$ cat config.mk
export PLATFORM = sky130hd
export DESIGN_NAME = dual_irq_ctrl
export DESIGN_NICKNAME = d
export VERILOG_FILES = /design/src/rtl/irqc_pkg.sv /design/src/rtl/irqc_sync.sv /design/src/rtl/irqc_prio_enc.sv /design/src/rtl/irqc_apb_regs.sv /design/src/rtl/dual_irq_ctrl.sv
export SDC_FILE = /design/constraint.sdc
export NUM_CORES = 1
export LEC_CHECK = 0
export ABC_AREA = 1
export CAP_MARGIN = 20
export CORE_ASPECT_RATIO = 0.5
export CORE_UTILIZATION = 30
export CTS_CLUSTER_DIAMETER = 40
export DETAILED_ROUTE_END_ITERATION = 8
export GPL_TIMING_DRIVEN = 1
export PLACE_DENSITY = 0.44
export SKIP_CTS_REPAIR_TIMING = 1
export SKIP_LAST_GASP = 1
export SYNTH_ARGS = -nofsm -noshare
export SYNTH_HDL_FRONTEND = slang
export SYNTH_HIERARCHICAL = 1
export SYNTH_SLANG_ARGS = --single-unit
$ cat constraint.sdc
create_clock -name pclk -period 9.1 [get_ports pclk]
set_input_delay 1.82 -clock pclk [delete_from_list [all_inputs] [get_ports pclk]]
set_output_delay 1.82 -clock pclk [all_outputs]
set_load 0.03 [all_outputs]
$ cat src/rtl/irqc_pkg.sv
package irqc_pkg;

    typedef enum logic [1:0] {
        ST_IDLE,
        ST_SETUP,
        ST_ACCESS
    } apb_state_e;

    // register bank index taken from paddr[7:3]; paddr[2] picks the half
    localparam logic [4:0] BANK_ENABLE = 5'd0;
    localparam logic [4:0] BANK_ROUTE  = 5'd1;
    localparam logic [4:0] BANK_ERRCLS = 5'd2;
    localparam logic [4:0] BANK_RAW    = 5'd3;
    localparam logic [4:0] BANK_NRM    = 5'd4;
    localparam logic [4:0] BANK_FST    = 5'd5;
    localparam logic [4:0] BANK_CODE   = 5'd6;

endpackage

$ cat src/rtl/irqc_sync.sv
module irqc_sync #(
    parameter int W      = 64,
    parameter int STAGES = 2
) (
    input  logic         clk,
    input  logic         rst_n,
    input  logic [W-1:0] d_in,
    output logic [W-1:0] q_out
);
    logic [W-1:0] chain [STAGES];

    generate
        for (genvar s = 0; s < STAGES; s++) begin : g_stage
            always_ff @(posedge clk or negedge rst_n) begin
                if (!rst_n) begin
                    chain[s] <= '0;
                end else begin
                    if (s == 0) chain[s] <= d_in;
                    else        chain[s] <= chain[(s == 0) ? 0 : s-1];
                end
            end
        end
    endgenerate

    assign q_out = chain[STAGES-1];
endmodule

$ cat src/rtl/irqc_prio_enc.sv
module irqc_prio_enc #(
    parameter int N      = 64,
    parameter int CODE_W = $clog2(N + 1)
) (
    input  logic [N-1:0]      pend,
    input  logic [N-1:0]      err_mask,
    output logic [CODE_W-1:0] code
);
    logic [N-1:0]      err_pend;
    logic [CODE_W-1:0] ord_code;
    logic [CODE_W-1:0] err_code;

    assign err_pend = pend & err_mask;

    // scan from the top so the lowest set index is written last
    always_comb begin
        ord_code = '0;
        err_code = '0;
        for (int i = N-1; i >= 0; i--) begin
            if (pend[i])     ord_code = CODE_W'(i + 1);
            if (err_pend[i]) err_code = CODE_W'(i + 1);
        end
    end

    assign code = (|err_pend) ? err_code : ord_code;
endmodule

$ cat src/rtl/irqc_apb_regs.sv
module irqc_apb_regs
    import irqc_pkg::*;
#(
    parameter int NUM_SRC = 64,
    parameter int REG_W   = 32,
    parameter int CODE_W  = 7
) (
    input  logic               pclk,
    input  logic               presetn,
    input  logic               psel,
    input  logic               penable,
    input  logic               pwrite,
    input  logic [7:0]         paddr,
    input  logic [REG_W-1:0]   pwdata,
    output logic [REG_W-1:0]   prdata,
    output logic               pready,
    input  logic [NUM_SRC-1:0] raw_st,
    input  logic [NUM_SRC-1:0] nrm_st,
    input  logic [NUM_SRC-1:0] fst_st,
    input  logic [CODE_W-1:0]  nrm_code,
    input  logic [CODE_W-1:0]  fst_code,
    output logic [NUM_SRC-1:0] en_q,
    output logic [NUM_SRC-1:0] route_q,
    output logic [NUM_SRC-1:0] err_q
);
    localparam int HALF = NUM_SRC / 2;

    apb_state_e state, state_nxt;
    logic       wr_en;
    logic       rd_en;
    logic [4:0] bank;
    logic       hi;

    assign bank = paddr[7:3];
    assign hi   = paddr[2];

    always_ff @(posedge pclk or negedge presetn) begin
        if (!presetn) state <= ST_IDLE;
        else          state <= state_nxt;
    end

    always_comb begin
        state_nxt = ST_IDLE;
        unique case (state)
            ST_IDLE:   state_nxt = (psel && !penable) ? ST_SETUP : ST_IDLE;
            ST_SETUP:  begin
                if (!psel)        state_nxt = ST_IDLE;
                else if (penable) state_nxt = ST_ACCESS;
                else              state_nxt = ST_SETUP;
            end
            ST_ACCESS: state_nxt = (psel && !penable) ? ST_SETUP : ST_IDLE;
            default:   state_nxt = ST_IDLE;
        endcase
    end

    assign wr_en = (state == ST_SETUP) && psel && penable && pwrite;
    assign rd_en = psel && penable && !pwrite;

    always_ff @(posedge pclk or negedge presetn) begin
        if (!presetn) begin
            en_q    <= '0;
            route_q <= '0;
            err_q   <= '0;
        end else if (wr_en) begin
            case (bank)
                BANK_ENABLE: if (hi) en_q[NUM_SRC-1:HALF]    <= pwdata[HALF-1:0];
                             else    en_q[HALF-1:0]          <= pwdata[HALF-1:0];
                BANK_ROUTE:  if (hi) route_q[NUM_SRC-1:HALF] <= pwdata[HALF-1:0];
                             else    route_q[HALF-1:0]       <= pwdata[HALF-1:0];
                BANK_ERRCLS: if (hi) err_q[NUM_SRC-1:HALF]   <= pwdata[HALF-1:0];
                             else    err_q[HALF-1:0]         <= pwdata[HALF-1:0];
                default: ;
            endcase
        end
    end

    always_comb begin
        prdata = '0;
        pready = 1'b1;
        if (rd_en) begin
            case (bank)
                BANK_ENABLE: prdata = REG_W'(hi ? en_q[NUM_SRC-1:HALF]    : en_q[HALF-1:0]);
                BANK_ROUTE:  prdata = REG_W'(hi ? route_q[NUM_SRC-1:HALF] : route_q[HALF-1:0]);
                BANK_ERRCLS: prdata = REG_W'(hi ? err_q[NUM_SRC-1:HALF]   : err_q[HALF-1:0]);
                BANK_RAW:    prdata = REG_W'(hi ? raw_st[NUM_SRC-1:HALF]  : raw_st[HALF-1:0]);
                BANK_NRM:    prdata = REG_W'(hi ? nrm_st[NUM_SRC-1:HALF]  : nrm_st[HALF-1:0]);
                BANK_FST:    prdata = REG_W'(hi ? fst_st[NUM_SRC-1:HALF]  : fst_st[HALF-1:0]);
                BANK_CODE:   prdata = REG_W'(hi ? fst_code : nrm_code);
                default:     prdata = '0;
            endcase
        end
    end
endmodule

$ cat src/rtl/dual_irq_ctrl.sv
module dual_irq_ctrl #(
    parameter int NUM_SRC     = 64,
    parameter int REG_W       = 32,
    parameter int SYNC_STAGES = 2
) (
    input  logic               pclk,
    input  logic               presetn,
    input  logic               psel,
    input  logic               penable,
    input  logic               pwrite,
    input  logic [7:0]         paddr,
    input  logic [REG_W-1:0]   pwdata,
    output logic [REG_W-1:0]   prdata,
    output logic               pready,
    input  logic [NUM_SRC-1:0] irq_src,
    output logic               nrm_irq_o,
    output logic               fst_irq_o
);
    localparam int CODE_W = $clog2(NUM_SRC + 1);

    logic [NUM_SRC-1:0] sync_q;
    logic [NUM_SRC-1:0] en_q;
    logic [NUM_SRC-1:0] route_q;
    logic [NUM_SRC-1:0] err_q;
    logic [NUM_SRC-1:0] nrm_st;
    logic [NUM_SRC-1:0] fst_st;
    logic [CODE_W-1:0]  nrm_code;
    logic [CODE_W-1:0]  fst_code;

    irqc_sync #(.W(NUM_SRC), .STAGES(SYNC_STAGES)) u_sync (
        .clk   (pclk),
        .rst_n (presetn),
        .d_in  (irq_src),
        .q_out (sync_q)
    );

    assign nrm_st = sync_q & en_q & ~route_q;
    assign fst_st = sync_q & en_q &  route_q;

    irqc_prio_enc #(.N(NUM_SRC), .CODE_W(CODE_W)) u_enc_nrm (
        .pend     (nrm_st),
        .err_mask (err_q),
        .code     (nrm_code)
    );

    irqc_prio_enc #(.N(NUM_SRC), .CODE_W(CODE_W)) u_enc_fst (
        .pend     (fst_st),
        .err_mask (err_q),
        .code     (fst_code)
    );

    irqc_apb_regs #(.NUM_SRC(NUM_SRC), .REG_W(REG_W), .CODE_W(CODE_W)) u_regs (
        .pclk     (pclk),
        .presetn  (presetn),
        .psel     (psel),
        .penable  (penable),
        .pwrite   (pwrite),
        .paddr    (paddr),
        .pwdata   (pwdata),
        .prdata   (prdata),
        .pready   (pready),
        .raw_st   (sync_q),
        .nrm_st   (nrm_st),
        .fst_st   (fst_st),
        .nrm_code (nrm_code),
        .fst_code (fst_code),
        .en_q     (en_q),
        .route_q  (route_q),
        .err_q    (err_q)
    );

    assign nrm_irq_o = |nrm_st;
    assign fst_irq_o = |fst_st;
endmodule

==> metrics.cfg, run 1 <==
[synthesis]
synth_seq_cells = 322
yosysMostFrequentCell = nand2_1
yosysTopAreaCell = dfrtp_1
yosys_warnings = 6
synthTopCellsByCount = nand2_1 (1,549), dfrtp_1 (322), inv_1 (288)
synth_edf_count = 0
synth_top_area_share_pct = 39.5
synth_area_leaders = dfrtp_1 (40%), nand2_1 (29%), inv_1 (5.3%)
synth_fp_nets = 3303
synth_top_flop_cell = dfrtp_1
synth_cells = 3194
ys_types = 36
synth_area_um2 = 20400
syn_area_per_cell_um2 = 6.38
ys_async_sr_fraction_pct = 100
yosysSeqAreaShare_pct = 39.5

[floorplan]
die_y_um = 186
die_w_um = 371
core_um2 = 67100
initial_core_util_pct = 30.4
io_pins = 144
die_area_um2 = 69100
num_rows = 67

[sta]
final_max_slew_viol_count = 0
worst_pin_slew_ps = 1170
clock_skew_ps = 16.5
rsz0062_at_grt = false
post-route-period-util_pct = 89.0
timing.final.crit_period_ps = 8100
fmax_mhz = 123
setup-violations-final = 0
slew-limit-headroom_pct = 22.1
finalHoldViolCount = 0
finalSetupTns_ps = 0

[hold_path]
hold_end = u_sync/q_out[37]
hp-start = u_sync/chain[101]
min_path_type = flop to flop
hold_depth = 0

[critical_path]
start_kind = flop
cpPeakStageDelay_ps = 390
cp_max_fo = 4
r2r_start = u_regs/state[1]
reg2reg_to = u_regs/route_q[21]
cp.arrival_ps = 6280
cp_common_cell = nand2_1
crit_required_ps = 7280
rrSetupSlack_ps = 7210
critPathSlowestCell = dfrtp_1
end_kind = primary output
criticalPathCategory = flop to primary output
r2r_cells = 6

[drt]
firstDrtPassIters = 5
postRouteAntennaNets = 0
routed_wl_um = 75100
drc = 0
vias_per_cell = 4.73
drt_iter0_drc = 1669
post_drt_wl_per_cell_um = 18.1
vias = 19672

[power_and_ir_drop]
pwr_density_cell_nw_per_um2 = 151
ir_worst_vdd_mv = 0.0928
power_leakage_uw = 0.0129

[clock_tree]
clockBufferDepth = 3
clock-sinks = 322
cts_buffers = 44
insertion_delay_ps = 580
htreeDepth = 2
clk_pin_slew_worst_paths_ps = 60
cts_root_buffer = clkbuf_16
cts_tree = yes

[global_route]
grt_pass1_vias = 18403
grt_max_degree = 134
grt_pass1_wl_um = 115000
grt_overflow_total = 0
antenna_found_initial = 0
grt.total_usage_pct = 21.9

[status]
status = finished clean

[finish]
final_layout_size_suffix_gt1_share_pct = 4.94
syn_to_final_growth_pct = 15.2
antenna_cells = 0
utilization_pct = 35.0
nets = 3333

[placed_design]
hpwl_um = 55900
globalplace.congestion = 0.922
port_buffers = 140

[flow_run]
drv_cap = 0

logic make-up after synthesis:
logic type	share of synthesized area (%)
flops	39.5
buf+inv	10.6
simple gates	42.7
compound gates	7.16
other cells	0.0184
metrics by stage:
step / power [µW] / cells / worst slack (ps) / hold slack (ps) / instance area (µm²)
5_1_grt: 3700 / 4155 / 100 / 352 / 23500
4_1_cts: 3610 / 4155 / 595 / 348 / 23500
6_report: 3550 / 4155 / 1000 / 344 / 23500
2_1_floorplan: 1670 / 3194 / 3160 / 331 / 20400
3_5_place_dp: 1790 / 4075 / 1240 / 335 / 22000
3_3_place_gp: 1790 / 4075 / 1200 / 332 / 22000
critical path: cells and delay by family (launching register included):
kind            cells  cell delay, ps
simple gates       68            4380
flops               1             390
compound gates      2             260
buf+inv             3             630
power breakdown:
part	leakage [µW]	total, µW	switching, µW	internal [µW]
Combinational	0.00796	258	170	87.5
Sequential	0.00419	1510	33.2	1470
Clock	0.000729	1780	757	1020
Total	0.0129	3550	961	2590
worst max-delay path by stage:
stage	startpoint	to	cells after the start
after global routing	u_regs/route_q[62]	prdata[0]	73
final	u_regs/route_q[62]	prdata[0]	73
after detailed placement	u_regs/route_q[62]	prdata[0]	73
after floorplan	u_sync/q_out[61]	prdata[0]	72
after CTS	u_regs/route_q[62]	prdata[0]	73
after global placement	u_sync/q_out[62]	prdata[0]	73
area by class of cell:
class | count | area [µm²]
clock inverter | 29 | 314
multi-input combinational | 2412 | 10200
sequential | 322 | 8060
timing repair buffer | 150 | 1520
inverter | 294 | 1110
fill | 7422 | 43600
clock buffer | 51 | 1190
tap | 897 | 1120
sequential cells by signal, indices dropped and copies added (netlist names):
signal / cells
u_regs/en_q: 64
u_regs/err_q: 64
u_regs/route_q: 64
u_regs/state: 2
u_sync/chain: 64
u_sync/q_out: 64
layer usage:
metal / track usage [%] / part of all wire (%) / wire (µm) / vias up
met5: 0 / 0 / 0 / -
met4: 3.66 / 1.4 / 1050 / 0
met3: 3.71 / 6.0 / 4470 / 77
met2: 29.5 / 38 / 28700 / 473
met1: 35.8 / 54 / 40900 / 9220
li1: - / - / - / 9902
cell usage in the layout (no fill, tap or decap), types with 13 or more instances in the layout:
master           netlist  layout
nand3_1              169     169
nand4_1               31      31
o21ai_1              214     214
clkdlybuf4s50_1        0     137
clkbuf_16              0      45
nor2_1               282     282
nor2_2                13      13
a21oi_1               23      23
inv_1                288     287
nor4_1                18      18
nor3_1                16      16
dfrtp_1              322     322
nand2_1             1549    1549
nand2_2               32      32
Note: power is estimated with default switching activity, not from simulation.
==> inputs of run 2 (changes only) <==
--- a/config.mk
+++ b/config.mk
@@ -12,7 +12,7 @@
 export CTS_CLUSTER_DIAMETER = 40
 export DETAILED_ROUTE_END_ITERATION = 8
 export GPL_TIMING_DRIVEN = 1
-export PLACE_DENSITY = 0.44
+export PLACE_DENSITY = 0.55
 export SKIP_CTS_REPAIR_TIMING = 1
 export SKIP_LAST_GASP = 1
 export SYNTH_ARGS = -nofsm -noshare
==> run 2 against run 1 <==
Compared with the run above: clock skew shrank 5.9 ps; cell count about the same; clock-buffer cell count increased by 2; highest routed layer is now met5.
==> metrics.cfg, run 2 (synthesis gave the netlist of run 1 again) <==
[drt]
post_drt_wl_per_cell_um = 17.0
routed_wl_um = 70400
drt_iter0_drc = 1890
firstDrtPassIters = 6
vias = 19726
vias_per_cell = 4.75
postRouteAntennaNets = 0
drc = 0

[floorplan]
io_pins = 144
die_y_um = 186
core_um2 = 67100
die_area_um2 = 69100
die_w_um = 371
initial_core_util_pct = 30.4
num_rows = 67

[finish]
layout_commonest_cell = nand2_1
antenna_cells = 0
syn_to_final_growth_pct = 15.2
finalNonFillerCells = 4154
final_layout_size_suffix_gt1_share_pct = 4.82
final-seq-area_um2 = 8060
nFillCells = 7301
nets = 3332
most-common-layout-cells = nand2_1 (1,549), dfrtp_1 (322), inv_1 (287)
multiInputGateArea_um2 = 10200

[sta]
finalHoldViolCount = 0
post-route-period-util_pct = 90.2
setup-violations-final = 0
worst_pin_slew_ps = 1150
slew-limit-headroom_pct = 23.5
fmax_mhz = 122
clock_skew_ps = 10.6
timing.final.crit_period_ps = 8210
final_max_slew_viol_count = 0
rsz0062_at_grt = false
fin_ws_ps = 890
finalSetupTns_ps = 0

[critical_path]
cp.arrival_ps = 6390
end_kind = primary output
cp_common_cell = nand2_1
cpPeakStageDelay_ps = 380
start_kind = flop
critPathSlowestCell = dfrtp_1
rrSetupSlack_ps = 7190
criticalPathCategory = flop to primary output
cp_max_fo = 4
crit_required_ps = 7280

[power_and_ir_drop]
p_comb_share_pct = 7.2
totalPowerFinal_uw = 3500
p_switching_uw = 904
ir_worst_vdd_mv = 0.0948
internal-power_uw = 2600
power_leakage_uw = 0.0129
power_frac_seq_pct = 43.0
sw_frac_of_total_pct = 25.8
clkPwrFrac_pct = 49.8
pwr_density_cell_nw_per_um2 = 149

[clock_tree]
clockBufferDepth = 3
cts_tree = yes
clock-sinks = 322
cts_root_buffer = clkbuf_16
clk_pin_slew_worst_paths_ps = 60
insertion_delay_ps = 570
cts_buffers = 43
htreeDepth = 2

[hold_path]
min_path_type = flop to flop

[placed_design]
hpwl_um = 52200
port_buffers = 140
post-place-ws_ps = 1260
dp.cells = 4074
globalplace.congestion = 0.943

[global_route]
grt_pass1_vias = 18394
grt_max_degree = 168
grt.total_usage_pct = 20.3
grt_overflow_total = 0
grt_pass1_wl_um = 108000
antenna_found_initial = 1

[status]
status = finished clean

[flow_run]
drv_cap = 0

run 2: changes by cell type in the layout (fill, tap and decap cells not counted), sizes merged:
cell and delta:
clkinv -5, bufinv +1, clkbuf +2, clkinvlp +3, inv -2
run 2: worst paths after layout:
check,start,to,cells after the start
setup / recovery,u_regs/route_q[62],prdata[0],73
hold / removal,u_sync/chain[108],u_sync/q_out[44],0
setup reg to reg,u_regs/state[1],u_regs/en_q[21],6
hold reg to reg,u_sync/chain[108],u_sync/q_out[44],0
max in group asynchronous,presetn,u_sync/chain[84],2
min in group asynchronous,presetn,u_sync/chain[68],1
run 2: per-layer routing:
metal	track usage (%)	part of all wire (%)	wire, µm
met3	3.85	6.9	4830
met1	30.4	49	34700
met5	0	0.018	13
met2	30.0	42	29600
met4	4.61	1.8	1270
run 2: worst max-delay path, delay by kind of cell, from the launching register on:
kind | cells | cell delay, ps
AND/OR/NAND/NOR | 68 | 4570
buffers and inverters | 3 | 650
flip-flops | 1 | 380
AO/OA/AOI/OAI | 2 | 230
run 2: through the flow:
step / area, µm² / hold slack (ps) / utilization [%]
3_3_place_gp: 22000 / 333 / 32.8
5_1_grt: 23500 / 346 / 35.0
4_1_cts: 23400 / 342 / 35.0
6_report: 23500 / 342 / 35.0
2_1_floorplan: 20400 / 331 / -
3_5_place_dp: 22000 / 335 / 32.8
run 2: area by class of cell:
type,instances,share of cell area (%)
clock buffers,53,5.05
clock inverters,26,1.27
inverters,294,4.72
multi-input cells,2412,43.3
flip-flops and latches,322,34.3
well taps,897,4.78
repair buffers,150,6.57
run 2: power groups by stage:
stage          clock (µW)  sequential [µW]  combinational (µW)
5_1_grt              1850             1510                 281
4_1_cts              1790             1510                 253
2_1_floorplan           0             1520                 153
6_report             1750             1510                 252
3_5_place_dp            0             1530                 253
3_3_place_gp            0             1530                 251
